$ cat config.mk
export PLATFORM = sky130hd
export DESIGN_NAME = burst_addr_seq
export DESIGN_NICKNAME = d
export VERILOG_FILES = /design/src/rtl/bas_pkg.sv /design/src/rtl/bas_start_decode.sv /design/src/rtl/bas_beat_counter.sv /design/src/rtl/bas_order_map.sv /design/src/rtl/burst_addr_seq.sv
export SDC_FILE = /design/constraint.sdc
export NUM_CORES = 1
export LEC_CHECK = 0
export CORE_ASPECT_RATIO = 0.75
export CORE_MARGIN = 2
export CORE_UTILIZATION = 37
export CTS_CLUSTER_DIAMETER = 30
export CTS_CLUSTER_SIZE = 25
export DETAILED_ROUTE_END_ITERATION = 16
export PLACE_DENSITY = 0.72
export SLEW_MARGIN = 10
export SYNTH_ARGS = -nofsm -noshare
export SYNTH_HDL_FRONTEND = slang
export SYNTH_SLANG_ARGS = --single-unit
$ cat constraint.sdc
create_clock -name clk -period 0.8 [get_ports clk]
set_input_delay 0.08 -clock clk [delete_from_list [all_inputs] [get_ports clk]]
set_output_delay 0.08 -clock clk [all_outputs]
set_load 0.01 [all_outputs]
$ cat src/rtl/bas_pkg.sv
package bas_pkg;

    // Width of the sequenced beat field (four beats)
    localparam int BEAT_W = 2;

    typedef enum logic {
        SEQ_IDLE   = 1'b0,
        SEQ_ACTIVE = 1'b1
    } seq_state_t;

endpackage

$ cat src/rtl/bas_start_decode.sv
module bas_start_decode (
    input  logic cache_start_n,
    input  logic proc_start_n,
    input  logic chip_en_n,
    output logic load
);
    logic proc_ok;

    // Processor strobe is qualified by chip enable; cache strobe is not
    always_comb begin
        proc_ok = ~proc_start_n & ~chip_en_n;
        load    = ~cache_start_n | proc_ok;
    end
endmodule

$ cat src/rtl/bas_beat_counter.sv
module bas_beat_counter #(
    parameter int W = 2
) (
    input  logic         clk,
    input  logic         rst,
    input  logic         clr,
    input  logic         step,
    output logic [W-1:0] count
);
    always_ff @(posedge clk) begin
        if (rst || clr) begin
            count <= '0;
        end else if (step) begin
            count <= count + W'(1);   // natural wrap gives the four-beat return
        end
    end
endmodule

$ cat src/rtl/bas_order_map.sv
module bas_order_map #(
    parameter int  W        = 2,
    parameter bit  BOTH_MAP = 1'b1
) (
    input  logic         interleave,
    input  logic [W-1:0] base_lo,
    input  logic [W-1:0] count,
    output logic [W-1:0] addr_lo
);
    logic [W-1:0] lin_lo;
    logic [W-1:0] xor_lo;

    always_comb begin
        lin_lo = base_lo + count;
        xor_lo = base_lo ^ count;
    end

    generate
        if (BOTH_MAP) begin : g_sel
            always_comb addr_lo = interleave ? xor_lo : lin_lo;
        end else begin : g_lin
            logic unused_ok;
            always_comb begin
                unused_ok = interleave ^ (^xor_lo);
                addr_lo   = lin_lo;
            end
        end
    endgenerate
endmodule

$ cat src/rtl/burst_addr_seq.sv
module burst_addr_seq #(
    parameter int AW = 19
) (
    input  logic          clk,
    input  logic          rst,
    input  logic          cache_start_n,
    input  logic          proc_start_n,
    input  logic          chip_en_n,
    input  logic          adv_n,
    input  logic          order_il,
    input  logic [AW-1:0] base_addr,
    output logic [AW-1:0] word_addr
);
    import bas_pkg::*;

    localparam int BW = BEAT_W;
    localparam int UW = AW - BW;

    seq_state_t    state_q;
    seq_state_t    state_d;
    logic          load;
    logic          step;
    logic          order_q;
    logic [AW-1:0] base_q;
    logic [BW-1:0] beat_cnt;
    logic [BW-1:0] low_bits;
    logic [UW-1:0] upper_bits;

    bas_start_decode u_dec (
        .cache_start_n (cache_start_n),
        .proc_start_n  (proc_start_n),
        .chip_en_n     (chip_en_n),
        .load          (load)
    );

    // Next-state logic
    always_comb begin
        state_d = state_q;
        unique case (state_q)
            SEQ_IDLE:   if (load) state_d = SEQ_ACTIVE;   // start
            SEQ_ACTIVE: state_d = SEQ_ACTIVE;             // restart / beat / hold
            default:    state_d = SEQ_IDLE;
        endcase
    end

    // State register, base register, configuration capture
    always_ff @(posedge clk) begin
        if (rst) begin
            state_q <= SEQ_IDLE;
            base_q  <= '0;
            order_q <= order_il;
        end else begin
            state_q <= state_d;
            if (load) begin
                base_q <= base_addr;
            end
        end
    end

    // Control outputs of the state machine
    always_comb begin
        step = 1'b0;
        unique case (state_q)
            SEQ_IDLE:   step = 1'b0;
            SEQ_ACTIVE: step = ~load & ~adv_n;
            default:    step = 1'b0;
        endcase
    end

    bas_beat_counter #(.W(BW)) u_cnt (
        .clk   (clk),
        .rst   (rst),
        .clr   (load),
        .step  (step),
        .count (beat_cnt)
    );

    bas_order_map #(.W(BW), .BOTH_MAP(1'b1)) u_map (
        .interleave (order_q),
        .base_lo    (base_q[BW-1:0]),
        .count      (beat_cnt),
        .addr_lo    (low_bits)
    );

    always_comb begin
        upper_bits = base_q[AW-1:BW];
        word_addr  = {upper_bits, low_bits};
    end
endmodule

==> impl_metrics.yaml, run 1 <==
setup_path:
  cp-startpoint: "u_cnt.count[0]$_SDFFE_PP0P_"
  r2r-end: "u_cnt.count[1]$_SDFFE_PP0P_"
  cp_max_fo: 2
  worstPathRequired_ns: 0.72
  reg2reg_from: "u_cnt.count[0]$_SDFFE_PP0P_"
  crit_buf_inv: 1
  end_kind: "primary output"
  crit_arrival_ns: 1.14
  crit_path_top_delay_cell: "dfxtp_2"
  path_delay_family: "flip-flops"
  crit_chain: "ha_4, nor2b_4, xnor2_2, buf_2"
  path_class: "flop to primary output"
  path_depth: 4
  worst_setup_path_start_kind: "flop"
  slowest_delay_ns: 0.34
  r2r_cells: 4
  r2r_slack_ns: -0.10
  crit_end: "word_addr[1]"
sta:
  tns_ns: -0.753
  period_share: 1.53
  worstMarginPinSlew_ns: 0.254
  setup_ws_ns: -0.425
  min_period_ns: 1.22
  rsz0062_at_grt: "true"
  relSlewSlack: 0.829
  slew_viol_final: 0
  clock.fmax_mhz: 816
  hold_viol_final: 0
  setup_viol_count_final: 3
  finClkSkew_ns: 0.00247
logic_synthesis:
  synth_top_cells_by_count: "37 x nand2_1, 22 x dfxtp_1, 19 x buf_4"
  syn_nets: 144
  synth_cell_type_count: 20
  synth_cells: 117
  syn_area_um2: 1030
  synth_most_common_cell: "nand2_1"
  synth_top_area_share: 0.427
  synth_edf_count: 1
  yosys-top-cells-area: "dfxtp_1 43%, buf_4 14%, nand2_1 13%"
  synth-seq-cells: 23
  yosys_warnings: 0
  synth_seq_area_share: 0.456
  synth.largest_area_cell: "dfxtp_1"
  async_flop_share: 0
  synthFlopType: "dfxtp_1"
  syn_area_per_cell_um2: 8.82
place:
  portBuffers: 44
  place.gp.congestion: 0.639
  place_area_um2: 1440
  dp_cells: 180
  hpwl_mm: 1.50
worst_hold_path:
  hp-class: "input port to flop"
power:
  combPwrFrac: 0.226
  ir_drop_mv: 1.29
  seqPwrFrac: 0.497
  switchingPower_w: 0.000643
  p_leak_nw: 0.666
  swShare: 0.249
  internal_power_w: 0.00194
  p_per_area_nw_per_um2: 1590
  clockPowerShare: 0.277
detailed_routing:
  firstDrtPassIters: 4
  ant_nets: 0
  vias: 873
  vias_per_cell: 4.55
  wl_per_cell_um: 12.9
  route.detailed.drc: 0
  dr.first_iter.drc_count: 33
  wl_mm: 2.48
global_routing:
  grt_pass1_wl_mm: 3.76
  grt_overflow_total: 0
  grt_util_met3: 0.0571
  grt_max_degree: 23
  grt_pass1_vias: 833
  met1_usage: 0.179
  track_usage: 0.152
  grt_antenna_before_repair: 0
  grtUsageMet2: 0.280
  grt.busiest_layer: "met2"
clock_tree:
  clkLatencyLatePin_ns: 0.26
  cts-htree-levels: 1
  cts_hold_buf: 0
  clock-sinks: 23
  numCtsBuffers: 3
  path_clk_slew_ns: 0.08
  tritoncts: "yes"
  cts_max_path_buffers: 2
  ctsRootBufferMaster: "clkbuf_8"
cells_and_area:
  fin_cells: 192
  drive_gt1_frac: 0.506
  stdcell_area_um2: 1630
  final_nets: 184
  n_antenna_cell: 0
  area_growth_pct: 57.7
  final_util: 0.621
  nFillCells: 227
status:
  failed_checks: "setup timing"
  outcome: "complete, but fails checks"
die:
  die_y_um: 49.7
  num_io_pins: 45
  dieArea_um2: 3230
  initial_core_util: 0.394
  die_x_um: 65.0
  core_um2: 2620
  num_rows: 16
run:
  cap_violations: 0
[how the worst min path moves through the flow]
stage,startpoint,end,cells past startpoint
after floorplan,rst,u_cnt.count[0]$_SDFFE_PP0P_,1
after global placement,base_q[6]$_SDFFE_PP0P_,base_q[6]$_SDFFE_PP0P_,2
after detailed placement,base_q[9]$_SDFFE_PP0P_,base_q[9]$_SDFFE_PP0P_,2
after CTS,base_addr[13],base_q[13]$_SDFFE_PP0P_,3
after global routing,chip_en_n,base_q[0]$_SDFFE_PP0P_,5
final,chip_en_n,base_q[0]$_SDFFE_PP0P_,5
[worst min-delay path, stage by stage]
cell	delay, ns
clkbuf_2	0.10
o21ai_2	0.07
buf_6	0.14
nand2_2	0.07
a21oi_2	0.04
[final cells by class]
type	instances	area (µm²)	share of cell area
flip-flops and latches	23	494	0.304
clock buffers	3	41.3	0.0254
multi-input cells	71	423	0.260
well taps	36	45.0	0.0277
repair buffers	58	619	0.380
clock inverters	1	5.00	0.00307
[layout by cell type, fill, tap and decap left out, types with 2 or more instances in the layout]
cell             synthesis  layout
a21oi_2                 10      11
clkdlybuf4s50_1          0      22
nor2_1                   2       2
nand2_1                 37      33
buf_6                    1      19
buf_4                   19       9
nand2_2                  1       5
nor3_1                   2       2
xnor2_1                  3       2
a21oi_1                  9       8
dfxtp_2                  0      19
clkbuf_8                 0       3
buf_12                   1       3
dfxtp_1                 22       3
[power by group through the flow]
stage | Clock [W] | Sequential [W] | Combinational (W)
final | 0.000714 | 0.00128 | 0.000584
after global routing | 0.000780 | 0.00129 | 0.000622
after CTS | 0.000727 | 0.00127 | 0.000547
after detailed placement | 0 | 0.00129 | 0.000507
after global placement | 0 | 0.00128 | 0.000501
after floorplan | 0 | 0.00128 | 0.000288
[metal layers]
| metal | up-vias | wire length [µm] |
|---|---|---|
| met3 | 0 | 229 |
| met4 | 0 | 0 |
| li1 | 435 | - |
| met2 | 39 | 1180 |
| met1 | 399 | 1080 |
| met5 | - | 0 |
[registers in the layout (all words and copies together) (netlist names)]
name,cells
base_q,19
u_cnt.count,2
order_q,1
state_q,1
[stage by stage]
stage                     hold WS, ns  setup slack (ns)  total power, W
after detailed placement        0.448            -0.578         0.00179
after global placement          0.438            -0.561         0.00178
after floorplan                 0.150           -0.0549         0.00157
after CTS                       0.357            -0.432         0.00255
after global routing            0.288            -0.486         0.00269
final                           0.276            -0.425         0.00258
[cell families (layout without fill, tap and decap cells)]
| group | count (synthesis) | count (layout) | synth area share |
|---|---|---|---|
| simple gates | 45 | 45 | 0.177 |
| flops | 23 | 23 | 0.456 |
| buf+inv | 23 | 62 | 0.177 |
| compound gates | 21 | 21 | 0.144 |
| xor+xnor | 4 | 4 | 0.0339 |
| fa+ha+maj | 1 | 1 | 0.0121 |
[timing repair]
item | CTS | global route
pin swaps | 6 | 2
setup buffers | 3 | 4
cloned | 2 | 0
gates resized for setup | 110 | 17
setup endpoints to repair | 41 | 24
No activity file was read; power rests on OpenSTA's default activity.
==> run 2: changes to the inputs <==
--- a/config.mk
+++ b/config.mk
@@ -8,7 +8,7 @@
 export CORE_ASPECT_RATIO = 0.75
 export CORE_MARGIN = 2
 export CORE_UTILIZATION = 37
-export CTS_CLUSTER_DIAMETER = 30
+export CTS_CLUSTER_DIAMETER = 200
 export CTS_CLUSTER_SIZE = 25
 export DETAILED_ROUTE_END_ITERATION = 16
 export PLACE_DENSITY = 0.72
==> results of run 2 <==
No change in the layout: final DEF, timing and power equal those of run 1.
